**src/rtl/dbgseq_pkg.sv**
```systemverilog
package dbgseq_pkg;

  typedef enum logic [3:0] {
    OP_HALT   = 4'd0,
    OP_RESUME = 4'd1,
    OP_STEP   = 4'd2,
    OP_STATUS = 4'd3,
    OP_CHIPID = 4'd4,
    OP_GETPC  = 4'd5,
    OP_RDCFG  = 4'd6,
    OP_WRCFG  = 4'd7,
    OP_ERASE  = 4'd8,
    OP_XRD    = 4'd9,
    OP_XWR    = 4'd10,
    OP_CRD    = 4'd11,
    OP_IRD    = 4'd12,
    OP_IWR    = 4'd13
  } op_e;

  // debug port command bytes
  localparam logic [7:0] CMD_HALT   = 8'h44;
  localparam logic [7:0] CMD_RESUME = 8'h4C;
  localparam logic [7:0] CMD_STEP   = 8'h5C;
  localparam logic [7:0] CMD_STATUS = 8'h3F;
  localparam logic [7:0] CMD_CHIPID = 8'h68;
  localparam logic [7:0] CMD_GETPC  = 8'h28;
  localparam logic [7:0] CMD_RDCFG  = 8'h24;
  localparam logic [7:0] CMD_WRCFG  = 8'h1D;
  localparam logic [7:0] CMD_ERASE  = 8'h14;
  localparam logic [7:0] CMD_INJECT = 8'h54;

  // injected instruction bytes
  localparam logic [7:0] INS_LD_DPTR  = 8'h90;
  localparam logic [7:0] INS_XRD      = 8'hE0;
  localparam logic [7:0] INS_LD_ACC   = 8'h74;
  localparam logic [7:0] INS_XWR      = 8'hF0;
  localparam logic [7:0] INS_MOV_DIR  = 8'h75;
  localparam logic [7:0] INS_CLR_ACC  = 8'hE4;
  localparam logic [7:0] INS_RD_DIR   = 8'hE5;
  localparam logic [7:0] INS_CODE_RD  = 8'h93;
  localparam logic [7:0] SFR_BANKSEL  = 8'hC7;

  localparam int STEP_IDX_W = 2;

  typedef struct packed {
    logic [7:0] cmd;
    logic [1:0] nargs;
    logic [7:0] a0;
    logic [7:0] a1;
    logic [7:0] a2;
    logic [1:0] nrep;
    logic       last;
  } step_t;

  function automatic logic op_known(input logic [3:0] op);
    return op <= OP_IWR;
  endfunction

  function automatic step_t cmd_step(input logic [7:0] c, input logic [1:0] nargs,
                                     input logic [7:0] arg, input logic [1:0] nrep);
    step_t s;
    s.cmd   = c;
    s.nargs = nargs;
    s.a0    = arg;
    s.a1    = 8'h00;
    s.a2    = 8'h00;
    s.nrep  = nrep;
    s.last  = 1'b1;
    return s;
  endfunction

  function automatic step_t ins_step(input logic [1:0] len, input logic [7:0] b0,
                                     input logic [7:0] b1, input logic [7:0] b2,
                                     input logic last);
    step_t s;
    s.cmd   = CMD_INJECT + {6'd0, len};
    s.nargs = len;
    s.a0    = b0;
    s.a1    = b1;
    s.a2    = b2;
    s.nrep  = 2'd1;
    s.last  = last;
    return s;
  endfunction

endpackage

```
**src/rtl/dbgseq_prog.sv**
```systemverilog
module dbgseq_prog
  import dbgseq_pkg::*;
#(
  parameter int ADDR_W = 17
) (
  input  logic [3:0]            op,
  input  logic [ADDR_W-1:0]     addr,
  input  logic [7:0]            wdata,
  input  logic [STEP_IDX_W-1:0] idx,
  output step_t                 step
);

  localparam int BANK_SHIFT = 15;

  logic [ADDR_W-1:0] bank_full;
  logic [7:0]        bank_sel;
  logic [7:0]        a_hi;
  logic [7:0]        a_lo;

  always_comb begin
    bank_full = addr >> BANK_SHIFT;
    bank_sel  = {bank_full[3:0], 4'h1};
    a_hi      = addr[15:8];
    a_lo      = addr[7:0];
  end

  always_comb begin
    step = cmd_step(8'h00, 2'd0, 8'h00, 2'd0);
    case (op)
      OP_HALT:   step = cmd_step(CMD_HALT,   2'd0, 8'h00, 2'd1);
      OP_RESUME: step = cmd_step(CMD_RESUME, 2'd0, 8'h00, 2'd1);
      OP_STEP:   step = cmd_step(CMD_STEP,   2'd0, 8'h00, 2'd1);
      OP_STATUS: step = cmd_step(CMD_STATUS, 2'd0, 8'h00, 2'd1);
      OP_ERASE:  step = cmd_step(CMD_ERASE,  2'd0, 8'h00, 2'd1);
      OP_CHIPID: step = cmd_step(CMD_CHIPID, 2'd0, 8'h00, 2'd2);
      OP_GETPC:  step = cmd_step(CMD_GETPC,  2'd0, 8'h00, 2'd2);
      OP_RDCFG:  step = cmd_step(CMD_RDCFG,  2'd0, 8'h00, 2'd1);
      OP_WRCFG:  step = cmd_step(CMD_WRCFG,  2'd1, wdata, 2'd0);
      OP_XRD: begin
        if (idx == 2'd0) step = ins_step(2'd3, INS_LD_DPTR, a_hi, a_lo, 1'b0);
        else             step = ins_step(2'd1, INS_XRD, 8'h00, 8'h00, 1'b1);
      end
      OP_XWR: begin
        case (idx)
          2'd0:    step = ins_step(2'd3, INS_LD_DPTR, a_hi, a_lo, 1'b0);
          2'd1:    step = ins_step(2'd2, INS_LD_ACC, wdata, 8'h00, 1'b0);
          default: step = ins_step(2'd1, INS_XWR, 8'h00, 8'h00, 1'b1);
        endcase
      end
      OP_CRD: begin
        case (idx)
          2'd0:    step = ins_step(2'd3, INS_MOV_DIR, SFR_BANKSEL, bank_sel, 1'b0);
          2'd1:    step = ins_step(2'd3, INS_LD_DPTR, a_hi, a_lo, 1'b0);
          2'd2:    step = ins_step(2'd1, INS_CLR_ACC, 8'h00, 8'h00, 1'b0);
          default: step = ins_step(2'd1, INS_CODE_RD, 8'h00, 8'h00, 1'b1);
        endcase
      end
      OP_IRD: begin
        if (idx == 2'd0) step = ins_step(2'd1, INS_CLR_ACC, 8'h00, 8'h00, 1'b0);
        else             step = ins_step(2'd2, INS_RD_DIR, a_lo, 8'h00, 1'b1);
      end
      OP_IWR: begin
        if (idx == 2'd0) step = ins_step(2'd1, INS_CLR_ACC, 8'h00, 8'h00, 1'b0);
        else             step = ins_step(2'd3, INS_MOV_DIR, a_lo, wdata, 1'b1);
      end
      default: step = cmd_step(8'h00, 2'd0, 8'h00, 2'd0);
    endcase
  end

endmodule

```
**src/rtl/dbgseq_engine.sv**
```systemverilog
module dbgseq_engine
  import dbgseq_pkg::*;
(
  input  logic        clk,
  input  logic        rst_n,
  input  logic        start,
  input  step_t       step,
  output logic        fin,
  output logic [15:0] reply,
  output logic        pt_valid,
  output logic        pt_read,
  output logic [7:0]  pt_wdata,
  input  logic        pt_done,
  input  logic [7:0]  pt_rdata
);

  typedef enum logic [1:0] {E_IDLE, E_CMD, E_ARG, E_REP} est_e;

  est_e       st_q, st_d;
  step_t      cur_q, cur_d;
  logic [1:0] aidx_q, aidx_d;
  logic [1:0] ridx_q, ridx_d;
  logic [15:0] shr_q, shr_d;
  logic       fin_q, fin_d;
  logic       xfer;
  logic [1:0] aidx_nx;
  logic [1:0] ridx_nx;

  always_comb begin
    xfer    = pt_valid && pt_done;
    aidx_nx = 2'(aidx_q + 2'd1);
    ridx_nx = 2'(ridx_q + 2'd1);
    st_d    = st_q;
    cur_d   = cur_q;
    aidx_d  = aidx_q;
    ridx_d  = ridx_q;
    shr_d   = shr_q;
    fin_d   = 1'b0;
    case (st_q)
      E_IDLE: begin
        if (start) begin
          cur_d  = step;
          aidx_d = 2'd0;
          ridx_d = 2'd0;
          shr_d  = 16'h0000;
          st_d   = E_CMD;
        end
      end
      E_CMD: begin
        if (xfer) begin
          if (cur_q.nargs != 2'd0)     st_d = E_ARG;
          else if (cur_q.nrep != 2'd0) st_d = E_REP;
          else begin
            st_d  = E_IDLE;
            fin_d = 1'b1;
          end
        end
      end
      E_ARG: begin
        if (xfer) begin
          aidx_d = aidx_nx;
          if (aidx_nx == cur_q.nargs) begin
            if (cur_q.nrep != 2'd0) st_d = E_REP;
            else begin
              st_d  = E_IDLE;
              fin_d = 1'b1;
            end
          end
        end
      end
      E_REP: begin
        if (xfer) begin
          shr_d  = {shr_q[7:0], pt_rdata};
          ridx_d = ridx_nx;
          if (ridx_nx == cur_q.nrep) begin
            st_d  = E_IDLE;
            fin_d = 1'b1;
          end
        end
      end
      default: st_d = E_IDLE;
    endcase
  end

  always_ff @(posedge clk or negedge rst_n) begin
    if (!rst_n) begin
      st_q   <= E_IDLE;
      cur_q  <= '0;
      aidx_q <= 2'd0;
      ridx_q <= 2'd0;
      shr_q  <= 16'h0000;
      fin_q  <= 1'b0;
    end else begin
      st_q   <= st_d;
      fin_q  <= fin_d;
      if (start && st_q == E_IDLE) cur_q <= cur_d;
      if (start || xfer) begin
        aidx_q <= aidx_d;
        ridx_q <= ridx_d;
        shr_q  <= shr_d;
      end
    end
  end

  always_comb begin
    pt_valid = (st_q != E_IDLE);
    pt_read  = (st_q == E_REP);
    case (st_q)
      E_CMD:   pt_wdata = cur_q.cmd;
      E_ARG: begin
        case (aidx_q)
          2'd0:    pt_wdata = cur_q.a0;
          2'd1:    pt_wdata = cur_q.a1;
          default: pt_wdata = cur_q.a2;
        endcase
      end
      default: pt_wdata = 8'h00;
    endcase
    fin   = fin_q;
    reply = shr_q;
  end

  AST_PORT_HOLD: assert property (@(posedge clk) disable iff (!rst_n)
    (pt_valid && !pt_done) |=> (pt_valid && $stable(pt_wdata) && $stable(pt_read)))
    else $error("port byte changed before completion");

  AST_START_IDLE: assert property (@(posedge clk) disable iff (!rst_n)
    start |-> !pt_valid)
    else $error("engine started while a transfer is open");

endmodule

```
**src/rtl/dbg_cmd_sequencer.sv**
```systemverilog
module dbg_cmd_sequencer
  import dbgseq_pkg::*;
#(
  parameter int ADDR_W = 17
) (
  input  logic              clk,
  input  logic              rst_n,
  input  logic              req_valid,
  input  logic [3:0]        req_op,
  input  logic [ADDR_W-1:0] req_addr,
  input  logic [7:0]        req_wdata,
  output logic              busy,
  output logic              done,
  output logic              err,
  output logic [15:0]       rsp_data,
  output logic              pt_valid,
  output logic              pt_read,
  output logic [7:0]        pt_wdata,
  input  logic              pt_done,
  input  logic [7:0]        pt_rdata
);

  typedef enum logic [1:0] {T_IDLE, T_ISSUE, T_WAIT} tst_e;

  logic [1:0]              rsync_q;
  logic                    rst_sn;
  tst_e                    st_q, st_d;
  logic [3:0]              op_q, op_d;
  logic [ADDR_W-1:0]       addr_q, addr_d;
  logic [7:0]              wd_q, wd_d;
  logic [STEP_IDX_W-1:0]   sidx_q, sidx_d;
  logic                    done_q, done_d;
  logic                    err_q, err_d;
  logic [15:0]             rsp_q, rsp_d;
  logic                    accept;
  logic                    eng_start;
  logic                    eng_fin;
  logic [15:0]             eng_reply;
  step_t                   cur_step;

  always_ff @(posedge clk or negedge rst_n) begin
    if (!rst_n) rsync_q <= 2'b00;
    else        rsync_q <= {rsync_q[0], 1'b1};
  end
  assign rst_sn = rsync_q[1];

  dbgseq_prog #(.ADDR_W(ADDR_W)) u_prog (
    .op    (op_q),
    .addr  (addr_q),
    .wdata (wd_q),
    .idx   (sidx_q),
    .step  (cur_step)
  );

  dbgseq_engine u_engine (
    .clk      (clk),
    .rst_n    (rst_sn),
    .start    (eng_start),
    .step     (cur_step),
    .fin      (eng_fin),
    .reply    (eng_reply),
    .pt_valid (pt_valid),
    .pt_read  (pt_read),
    .pt_wdata (pt_wdata),
    .pt_done  (pt_done),
    .pt_rdata (pt_rdata)
  );

  always_comb begin
    accept    = req_valid && (st_q == T_IDLE) && !done_q;
    st_d      = st_q;
    op_d      = op_q;
    addr_d    = addr_q;
    wd_d      = wd_q;
    sidx_d    = sidx_q;
    done_d    = 1'b0;
    err_d     = 1'b0;
    rsp_d     = rsp_q;
    eng_start = 1'b0;
    case (st_q)
      T_IDLE: begin
        if (accept) begin
          op_d   = req_op;
          addr_d = req_addr;
          wd_d   = req_wdata;
          sidx_d = '0;
          if (op_known(req_op)) begin
            st_d = T_ISSUE;
          end else begin
            done_d = 1'b1;
            err_d  = 1'b1;
            rsp_d  = 16'h0000;
          end
        end
      end
      T_ISSUE: begin
        eng_start = 1'b1;
        st_d      = T_WAIT;
      end
      T_WAIT: begin
        if (eng_fin) begin
          if (cur_step.last) begin
            done_d = 1'b1;
            rsp_d  = eng_reply;
            st_d   = T_IDLE;
          end else begin
            sidx_d = STEP_IDX_W'(sidx_q + 1'b1);
            st_d   = T_ISSUE;
          end
        end
      end
      default: st_d = T_IDLE;
    endcase
  end

  always_ff @(posedge clk or negedge rst_sn) begin
    if (!rst_sn) begin
      st_q   <= T_IDLE;
      op_q   <= 4'd0;
      addr_q <= '0;
      wd_q   <= 8'h00;
      sidx_q <= '0;
      done_q <= 1'b0;
      err_q  <= 1'b0;
      rsp_q  <= 16'h0000;
    end else begin
      st_q   <= st_d;
      done_q <= done_d;
      err_q  <= err_d;
      if (accept) begin
        op_q   <= op_d;
        addr_q <= addr_d;
        wd_q   <= wd_d;
      end
      if (accept || eng_fin) sidx_q <= sidx_d;
      if (done_d) rsp_q <= rsp_d;
    end
  end

  assign busy     = (st_q != T_IDLE);
  assign done     = done_q;
  assign err      = err_q;
  assign rsp_data = rsp_q;

  AST_IDLE_QUIET: assert property (@(posedge clk) disable iff (!rst_sn)
    !busy |-> !pt_valid)
    else $error("port active while idle");

  AST_ACCEPT_BUSY: assert property (@(posedge clk) disable iff (!rst_sn)
    (req_valid && !busy && !done && op_known(req_op)) |=> busy)
    else $error("known request not taken");

  AST_DONE_PULSE: assert property (@(posedge clk) disable iff (!rst_sn)
    done |=> !done)
    else $error("done longer than one cycle");

  AST_ERR_WITH_DONE: assert property (@(posedge clk) disable iff (!rst_sn)
    err |-> done)
    else $error("err without done");

  AST_DONE_NOT_BUSY: assert property (@(posedge clk) disable iff (!rst_sn)
    done |-> !busy)
    else $error("done while still busy");

endmodule

```
**config.mk**
```make
export PLATFORM = sky130hd
export DESIGN_NAME = dbg_cmd_sequencer
export DESIGN_NICKNAME = d
export VERILOG_FILES = /design/src/rtl/dbgseq_pkg.sv /design/src/rtl/dbgseq_prog.sv /design/src/rtl/dbgseq_engine.sv /design/src/rtl/dbg_cmd_sequencer.sv
export SDC_FILE = /design/constraint.sdc
export NUM_CORES = 1
export LEC_CHECK = 0
export ABC_AREA = 1
export BUFFER_PORTS_ARGS = -buffer_cell sky130_fd_sc_hd__buf_2
export CAP_MARGIN = 25
export CORE_ASPECT_RATIO = 1.75
export CORE_MARGIN = 3
export CORE_UTILIZATION = 55
export CTS_CLUSTER_DIAMETER = 30
export DETAILED_ROUTE_END_ITERATION = 7
export GPL_ROUTABILITY_DRIVEN = 0
export PLACE_DENSITY = 0.81
export SETUP_SLACK_MARGIN = 0.15
export SLEW_MARGIN = 20
export SYNTH_ARGS = -nofsm -noshare
export SYNTH_HDL_FRONTEND = slang
export SYNTH_SLANG_ARGS = --single-unit
```
**constraint.sdc**
```tcl
create_clock -name clk -period 5.3 [get_ports clk]
set_input_delay 0.265 -clock clk [delete_from_list [all_inputs] [get_ports clk]]
set_output_delay 0.265 -clock clk [all_outputs]
set_load 0.1 [all_outputs]
```
==> out/results.tsv, run 1 <==
stage	metric	value	unit
status	status	finished, final reports clean	
clocking	clock_latency	0.35	ns
power	leakagePower	3.24	nW
synth	yosysSeqAreaShare	0.491	
final_layout	fill_cells	887	
synth	ys.flop_type	dfrtp_1	
floorplanning	fp.dieW	82.6	um
timing	post-route-period-util	0.510	
synth	async_flop_share	1.00	
global_route	grt_pass1_vias	5166	
clocking	htreeDepth	3	
synth	post_synth.cell_area_avg	8.09	sq um
critical_path	crit_type	reg -> out	
synth	ys_seq_elements	111	
synth	netlist_area	5650	sq um
routing	vias_per_cell	5.80	
critical_path	required	5.04	ns
critical_path	critPathCaptureType	primary output	
floorplanning	die_h	140	um
synth	syn-instance-count	699	
power	clockPowerShare	0.158	
placed_design	place_area	6070	sq um
min_path	worstHoldPathType	in -> reg	
synth	synth_top_area_frac	0.491	
power	internal-power	0.00201	W
routing	drc_errors	0	
global_route	grt_max_degree	58	
critical_path	arrival	2.44	ns
timing	max_freq	370	MHz
routing	routed.top_layer	met4	
final_layout	drive_gt1_frac	0.173	
timing	setup_tns	0	ns
routing	postRouteAntennaNets	0	
clocking	clkSinkCount	111	
global_route	grt_use_total	0.291	
routing	met3_length	896	um
final_layout	area_delta_synth_final	12.9	%
synth	synth_edf_count	0	
final_layout	final_design_area_no_fill	6380	sq um
timing	worst_pin_slew	0.844	ns
critical_path	start_kind	flop	
power	p_sw	0.00210	W
timing	finalHoldViolCount	0	
synth	ys_warn_count	0	
clocking	cts-buffers-inserted	9	
timing	finalSetupViolCount	0	
power	p_seq_frac	0.339	
routing	wl_met2	8280	um
clocking	path_clk_slew	0.07	ns
clocking	cts_tree	yes	
power	swShare	0.511	
power	p_per_area	644	nW/um^2
final_layout	final_nets	814	
job	drv_cap	0	
routing	wl	15500	um
clocking	cts-resized-gates	0	
timing	worst_clock_skew	0.00527	ns
global_route	grt_pass1_wl	25300	um
timing	fin_crit	2.70	ns
power	comb_power_share	0.503	
global_route	antenna_found_initial	0	
placed_design	place_hpwl	11300	um
routing	vias	5166	
critical_path	crit_fanout	8	
clocking	clock-root-buffer	clkbuf_16	
routing	wire_per_inst	17.5	um
timing	rsz0062_at_grt	false	
floorplanning	start_util	0.567	
floorplanning	rows	48	
timing	slew_headroom	0.437	
synth	synth_area_leaders	dfrtp_1, nand2_1, o21ai_0, nand3_1, inv_1	
routing	drt_iter0_drc	519	
power	fin_total_pwr	0.00411	W
clocking	cts_buffer_depth	2	
floorplanning	coreArea	9970	sq um
synth	yosys.area.top_type	dfrtp_1	
timing	drv_slew	0	
final_layout	num_antenna_cells	0	
synth	syn_nets	753	
global_route	overflow	0	
routing	drt-met1-wl	5310	um
power	worst_ir_drop_vdd	0.343	mV
placed_design	portBuffers	69	
synth	synthDistinctLibCells	39	
routing	drt_pre_antenna_iters	6	
floorplanning	dieArea	11600	sq um
floorplanning	pin_count	70	
==> layout by cell type (no fill, tap or decap), drive strengths merged, types with 3 or more instances in the layout <==
cell / synthesis / final
clkinv: 1 / 6
nand4: 19 / 19
clkbuf: 14 / 11
nor3: 3 / 3
mux2: 18 / 18
buf: 9 / 72
inv: 73 / 73
ha: 13 / 13
nor2: 63 / 63
o21ai: 72 / 72
nand2: 193 / 193
a21oi: 30 / 30
nand3: 56 / 56
dfrtp: 111 / 111
o22ai: 8 / 8
==> through the flow <==
step | setup slack [ns] | util | std cells | hold WS [ns]
2_1_floorplan | 1.82 | - | 699 | -0.0306
3_3_place_gp | 2.54 | 0.608 | 872 | 0.0535
3_5_place_dp | 2.44 | 0.609 | 872 | 0.0540
4_1_cts | 2.44 | 0.638 | 889 | 0.135
5_1_grt | 2.44 | 0.640 | 890 | 0.136
6_report | 2.60 | 0.640 | 890 | 0.140
==> routing by layer <==
metal	track usage	up-vias
met5	0	-
met4	0.171	0
met3	0.0534	88
met2	0.508	250
met1	0.315	2432
li1	-	2396
==> what timing repair did <==
action,in CTS,in global routing
buffers inserted,0,0
endpoints found under the hold margin,2,0
hold buffers,1,0
==> registers in the layout, indices dropped and copies added, names as in the netlist <==
| register | flops |
|---|---|
| addr_q | 17 |
| u_engine.aidx_q | 2 |
| u_engine.ridx_q | 2 |
| u_engine.fin | 1 |
| st_q | 2 |
| wd_q | 8 |
| op_q | 4 |
| rsync_q | 2 |
| done | 1 |
| u_engine.st_q | 2 |
| err | 1 |
| u_engine.cur_q | 35 |
| rsp_data | 16 |
| sidx_q | 2 |
| u_engine.reply | 16 |
==> cell usage after synthesis, drive strengths merged (2+ instances only) <==
library cell,count
a21oi,30
o21bai,2
o21ai,72
buf,9
inv,73
ha,13
nand3,56
nor3,3
clkbuf,14
xor2,2
nor2,63
o22ai,8
a22o,2
nand4,19
nand2,193
dfrtp,111
mux2,18
==> power groups by stage <==
stage	Sequential [W]	Clock, W	Combinational, W
floorplan	0.00160	0	0.00133
global route	0.00143	0.000693	0.00225
detailed placement	0.00140	0	0.00201
global placement	0.00138	0	0.00196
finish	0.00139	0.000649	0.00207
CTS	0.00138	0.000653	0.00202
==> final timing paths <==
| path | startpoint | endpoint | slack [ns] | cells after the start |
|---|---|---|---|---|
| setup / recovery | u_engine.aidx_q[0] | pt_wdata[0] | 2.60 | 6 |
| hold / removal | req_wdata[4] | wd_q[4] | 0.14 | 2 |
| setup reg to reg | u_engine.st_q[0] | u_engine.reply[5] | 2.89 | 5 |
| hold reg to reg | rsync_q[0] | rsync_q[1] | 0.36 | 0 |
| max in group asynchronous | rsync_q[1] | u_engine.reply[12] | 3.74 | 1 |
| min in group asynchronous | rst_n | rsync_q[1] | 0.22 | 2 |
==> final cells by class <==
cell class | count | area (sq um) | share of cell area
clock buffers | 11 | 253 | 0.0396
clock inverters | 5 | 32.5 | 0.00510
inverters | 74 | 278 | 0.0435
multi-input cells | 491 | 2490 | 0.391
flip-flops and latches | 111 | 2780 | 0.436
well taps | 125 | 156 | 0.0245
repair buffers | 73 | 385 | 0.0604
==> critical path: stages, from the launching register on <==
cell,delay (ns)
dfrtp_1,0.40
inv_1,0.09
ha_1,0.31
nor2_1,0.44
a21oi_1,0.13
o21ai_0,0.23
buf_2,0.47
==> cell families (layout without fill, tap and decap cells) <==
family,Yosys count,in the layout,share of synthesized area
AO/OA/AOI/OAI,119,119,0.112
XOR/XNOR,3,3,0.00465
adder cells (fa/ha/maj),13,13,0.0288
buffers and inverters,97,163,0.0688
flip-flops,111,111,0.491
multiplexers,18,18,0.0359
other,1,1,0.000663
AND/OR/NAND/NOR,337,337,0.257
Note: power is estimated with default switching activity, not from simulation.
==> run 2: changes to the inputs <==
--- a/config.mk
+++ b/config.mk
@@ -10,11 +10,11 @@
 export CAP_MARGIN = 25
 export CORE_ASPECT_RATIO = 1.75
 export CORE_MARGIN = 3
-export CORE_UTILIZATION = 55
+export CORE_UTILIZATION = 53
 export CTS_CLUSTER_DIAMETER = 30
 export DETAILED_ROUTE_END_ITERATION = 7
 export GPL_ROUTABILITY_DRIVEN = 0
-export PLACE_DENSITY = 0.81
+export PLACE_DENSITY = 0.82
 export SETUP_SLACK_MARGIN = 0.15
 export SLEW_MARGIN = 20
 export SYNTH_ARGS = -nofsm -noshare
==> constraint.sdc (replaced) <==
create_clock -name clk -period 2.2 [get_ports clk]
set_input_delay 0.11 -clock clk [delete_from_list [all_inputs] [get_ports clk]]
set_output_delay 0.11 -clock clk [all_outputs]
set_load 0.1 [all_outputs]
==> run 2 against run 1 <==
Net effect:
- design area increased by 8.3%
- non-clock buffer count grew 27
- final cell count rose by 3.3%
- critical path depth increased by 1
- register-to-register slack got worse by 2.7 ns
- first-iteration DRC count is 11% lower
- sequential power up 140%
- combinational power increased to 2.6 times the previous value
- clock power increased to 2.6 times the previous value
- global-route usage down 2.9 points
- clock-buffer cell count increased by 1
- power rose to 2.5 times the previous value
==> out/results.tsv, run 2 (synthesis results as in run 1) <==
stage	metric	value	unit
status	status	finished, final reports clean	
global_route	grt_max_degree	45	
routing	postRouteAntennaNets	0	
min_path	worstHoldPathType	in -> reg	
global_route	gr-usage-met1	0.282	
timing	drv_slew	0	
final_layout	multi_input_comb_area	2610	sq um
floorplanning	start_util	0.546	
power	p_per_area	1500	nW/um^2
floorplanning	rows	49	
floorplanning	die_h	143	um
global_route	gr-usage-met2	0.477	
routing	drt_pre_antenna_iters	8	
clocking	path_clk_slew	0.07	ns
final_layout	area_delta_synth_final	22.2	%
global_route	antenna_found_initial	0	
final_layout	top_register	u_engine.cur_q	
power	leakagePower	3.42	nW
final_layout	top_regs	u_engine.cur_q (35), addr_q (17)	
final_layout	fill_cells	820	
clocking	cts-buffers-inserted	9	
final_layout	final_design_area_no_fill	6910	sq um
routing	drt_iter0_drc	462	
clocking	clkSinkCount	111	
critical_path	arrival	1.90	ns
floorplanning	dieArea	12000	sq um
final_layout	seq_area	2780	sq um
timing	fin_crit	2.01	ns
floorplanning	coreArea	10400	sq um
floorplanning	pin_count	70	
floorplanning	fp.dieW	84.1	um
global_route	grt_pass1_vias	5235	
final_layout	final_nets	841	
power	worst_ir_drop_vdd	0.938	mV
routing	drc_errors	0	
timing	hold_ws	0.00157	ns
clocking	cts_buffer_depth	2	
timing	worst_clock_skew	0.00461	ns
timing	finalHoldViolCount	0	
final_layout	largest_register_ffs	35	
critical_path	required	2.09	ns
critical_path	start_kind	flop	
placed_design	portBuffers	69	
critical_path	critPathCaptureType	primary output	
global_route	overflow	0	
timing	post-route-period-util	0.914	
clocking	clock-root-buffer	clkbuf_16	
job	drv_cap	0	
timing	finalSetupViolCount	0	
critical_path	crit_fanout	7	
timing	layout_setup_ws	0.190	ns
global_route	grt_pass1_wl	25000	um
clocking	htreeDepth	3	
timing	max_freq	497	MHz
timing	slew_headroom	0.595	
critical_path	crit_type	reg -> out	
clocking	cts_tree	yes	
routing	wire_per_inst	16.5	um
placed_design	place_area	6320	sq um
timing	worst_pin_slew	0.607	ns
global_route	grt_use_total	0.262	
routing	vias	5296	
timing	rsz0062_at_grt	true	
placed_design	place_hpwl	11000	um
final_layout	layout_common_cells	nand2_1, dfrtp_1, inv_1	
final_layout	final_common_cell	nand2_1	
global_route	grt.busiest_layer	met2	
final_layout	drive_gt1_frac	0.210	
global_route	met3_usage	0.0352	
clocking	clock_latency	0.35	ns
placed_design	dpl_worst_slack	0.268	ns
routing	wl	15100	um
final_layout	num_antenna_cells	0	
routing	vias_per_cell	5.76	
## run 2: cell count changes in the layout (fill, tap and decap cells not counted), sizes merged
cell	before	now
clkbuf	11	12
clkinv	6	4
buf	72	85
dlygate4sd3	1	15
bufinv	0	1
## run 2: per-layer routing
| layer | up-vias | wire, um |
|---|---|---|
| li1 | 2454 | - |
| met1 | 2475 | 5270 |
| met2 | 283 | 8020 |
| met3 | 84 | 854 |
| met4 | 0 | 984 |
| met5 | - | 0 |
## run 2: metrics by stage
| step | power (W) | util | setup TNS (ns) | cells |
|---|---|---|---|---|
| after detailed placement | 0.00836 | 0.610 | 0 | 885 |
| after CTS | 0.0101 | 0.658 | 0 | 916 |
| after global routing | 0.0110 | 0.667 | 0 | 919 |
| final | 0.0104 | 0.667 | 0 | 919 |
| after global placement | 0.00819 | 0.610 | 0 | 885 |
| after floorplan | 0.00708 | - | -2.59 | 699 |
## run 2: path summary, 6_finish.rpt
kind | slack [ns] | depth (start not counted) | to | startpoint
max | 0.19 | 7 | pt_wdata[3] | u_engine.aidx_q[0]
min | 0.002 | 2 | addr_q[13] | req_addr[13]
max reg2reg | 0.23 | 9 | u_engine.cur_q[17] | sidx_q[0]
min reg2reg | 0.35 | 0 | op_q[3] | rsync_q[1]
max in group asynchronous | 1.22 | 1 | u_engine.cur_q[29] | rsync_q[1]
min in group asynchronous | 0.07 | 2 | rsync_q[1] | rst_n
## run 2: area by class of cell
cell class,count,share of cell area
clock buffers,12,0.0386
inverters,74,0.0406
well taps,127,0.0230
repair buffers,100,0.110
clock inverters,4,0.00760
flip-flops and latches,111,0.403
multi-input cells,491,0.378
## run 2: worst max-delay path: stages (launching register included)
cell and delay, ns:
dfrtp_1 0.45, inv_2 0.12, ha_4 0.20, inv_1 0.08
o21ai_0 0.22, a21oi_1 0.10, o22ai_2 0.17, buf_12 0.21
## run 2: where the power goes
group | internal, W | switching, W
combinational | 0.00156 | 0.00374
sequential | 0.00275 | 0.000607
clock | 0.000978 | 0.000722
total | 0.00530 | 0.00507
## run 2: repair_timing
item / CTS / global route
pin swaps: 0 / 2
buffers inserted: 0 / 3
hold buffers: 15 / 0
gates resized for setup: 8 / 18
hold endpoints to repair: 16 / 0
endpoints found under the setup margin: 8 / 21
==> run 3: changes to the inputs <==
==> constraint.sdc (replaced) <==
create_clock -name clk -period 2.2 [get_ports clk]
set_input_delay 0.11 -clock clk [delete_from_list [all_inputs] [get_ports clk]]
set_output_delay 0.11 -clock clk [all_outputs]
set_load 0.005 [all_outputs]
==> run 3 against run 2 <==
Net effect:
- die area unchanged
- global-route usage about the same
- non-clock buffer count unchanged
- final cell count down 0.11%
- highest routed layer unchanged
- largest power group unchanged
- power down 15%
- wire length up 0.51%
- core utilization down 2.2 points
==> out/results.tsv, run 3 (synthesis results as in run 1) <==
stage	metric	value	unit
clocking	clock-root-buffer	clkbuf_16	
final_layout	final_nets	841	
clocking	cts_buffer_depth	2	
timing	worst_clock_skew	0.00391	ns
min_path	holdCritStartpoint	req_wdata[2]	
critical_path	arrival	1.88	ns
critical_path	r2r-start	sidx_q[0]	
clocking	htreeDepth	3	
critical_path	r2r_end	sidx_q[0]	
floorplanning	dieArea	12000	sq um
timing	max_freq	502	MHz
power	p_sw	0.00385	W
routing	drt_pre_antenna_iters	5	
critical_path	crit_type	reg -> out	
critical_path	r2r_cells	11	
power	comb_power_share	0.450	
min_path	worstHoldEndpoint	wd_q[2]	
final_layout	final_common_cell	nand2_1	
floorplanning	die_h	143	um
floorplanning	coreArea	10400	sq um
global_route	antenna_found_initial	0	
final_layout	drive_gt1_frac	0.182	
critical_path	path_cells	inv_1 > ha_4 > nor2_2 > a21oi_1 > o21ai_0 > buf_2	
min_path	hold_path_depth	3	
power	clockPowerShare	0.173	
power	leakagePower	3.35	nW
power	p_seq_frac	0.377	
routing	drt_iter0_drc	522	
routing	wl	15200	um
clocking	path_clk_slew	0.07	ns
clocking	cts_tree	yes	
timing	drv_slew	0	
critical_path	required	2.09	ns
final_layout	largest_register_ffs	35	
power	internal-power	0.00498	W
timing	rsz0062_at_grt	true	
timing	slew_headroom	0.610	
floorplanning	rows	49	
clocking	cts-buffers-inserted	9	
timing	fin_crit	1.99	ns
power	p_per_area	1320	nW/um^2
routing	vias	5282	
placed_design	place_hpwl	10800	um
critical_path	regToRegSetupSlack	0.22	ns
floorplanning	fp.dieW	84.1	um
final_layout	area_delta_synth_final	18.2	%
timing	worst_pin_slew	0.586	ns
final_layout	layout_common_cells	nand2_1, dfrtp_1, buf_2	
routing	wire_per_inst	16.6	um
routing	drc_errors	0	
clocking	clock_latency	0.35	ns
floorplanning	pin_count	70	
final_layout	layout.cells.non_filler	918	
critical_path	slowest_delay	0.44	ns
global_route	grt_pass1_wl	24900	um
global_route	grt_max_degree	110	
global_route	overflow	0	
global_route	grt_use_total	0.262	
routing	postRouteAntennaNets	0	
final_layout	fill_cells	836	
timing	hold_ws	0.00928	ns
power	worst_ir_drop_vdd	0.735	mV
final_layout	seq_area	2780	sq um
placed_design	portBuffers	69	
critical_path	crit_fanout	8	
power	swShare	0.436	
critical_path	crit_slowest_cell	dfrtp_1	
final_layout	top_register	u_engine.cur_q	
clocking	clkSinkCount	111	
final_layout	multi_input_comb_area	2540	sq um
final_layout	num_antenna_cells	0	
final_layout	top_regs	u_engine.cur_q (35), addr_q (17)	
timing	setup_tns	0	ns
floorplanning	start_util	0.546	
timing	post-route-period-util	0.906	
timing	finalSetupViolCount	0	
placed_design	placed_cells	882	
routing	vias_per_cell	5.75	
job	drv_cap	0	
global_route	grt_pass1_vias	5365	
critical_path	start_kind	flop	
status	status	finished, final reports clean	
critical_path	critPathCaptureType	primary output	
timing	finalHoldViolCount	0	
min_path	worstHoldPathType	in -> reg	
-- run 3: cell count changes in the layout (fill, tap and decap cells not counted), moves of 4 or more --
cell,delta
buf_12,-8
buf_2,+8
buf_4,-6
dlygate4sd3_1,+5
o21ai_0,+5
o21ai_2,-4
-- run 3: worst max-delay path by stage --
stage	from	end	slack, ns
2_1_floorplan	rsync_q[1]	addr_q[0]	0.34
3_3_place_gp	sidx_q[1]	sidx_q[1]	0.31
3_5_place_dp	sidx_q[0]	sidx_q[0]	0.18
4_1_cts	sidx_q[0]	sidx_q[0]	0.16
5_1_grt	u_engine.st_q[0]	pt_wdata[4]	0.12
6_report	u_engine.aidx_q[0]	pt_wdata[4]	0.21
-- run 3: repair_timing --
item | in CTS | in global routing
setup buffers | 0 | 1
pin swaps | 0 | 0
hold buffers | 19 | 1
resized for setup | 2 | 13
setup endpoints to repair | 7 | 38
endpoints found under the hold margin | 20 | 1
-- run 3: power by group through the flow --
stage | clock, W | sequential, W | combinational [W]
floorplan | 0 | 0.00319 | 0.00273
global placement | 0 | 0.00330 | 0.00356
detailed placement | 0 | 0.00334 | 0.00370
CTS | 0.00155 | 0.00330 | 0.00376
global route | 0.00163 | 0.00342 | 0.00439
finish | 0.00153 | 0.00333 | 0.00397
-- run 3: stage by stage --
stage	area (sq um)	setup slack [ns]	util	total power, W
2_1_floorplan	5650	0.343	-	0.00591
3_3_place_gp	6140	0.306	0.592	0.00686
3_5_place_dp	6140	0.184	0.592	0.00704
4_1_cts	6600	0.164	0.637	0.00862
5_1_grt	6680	0.117	0.645	0.00944
6_report	6680	0.207	0.645	0.00883
-- run 3: per-layer routing --
metal | GRT usage | wire (um) | vias to the layer above
met3 | 0.0473 | 817 | 80
met1 | 0.272 | 5190 | 2494
met2 | 0.490 | 8340 | 253
met4 | 0.145 | 852 | 0
li1 | - | - | 2455
met5 | 0 | 0 | -
-- run 3: layout make-up --
cell class | count | area share
tap | 127 | 0.0238
clock inverter | 2 | 0.00243
clock buffer | 13 | 0.0374
timing repair buffer | 100 | 0.0983
sequential | 111 | 0.416
inverter | 74 | 0.0416
multi-input combinational | 491 | 0.380
-- run 3: worst max-delay path: cells and delay by family (launching register included) --
family / cells / cell delay [ns]
adders and majority gates: 1 / 0.21
AOI/OAI and AO/OA: 2 / 0.34
buffers and inverters: 2 / 0.29
and+or+nand+nor: 1 / 0.26
DFF: 1 / 0.44
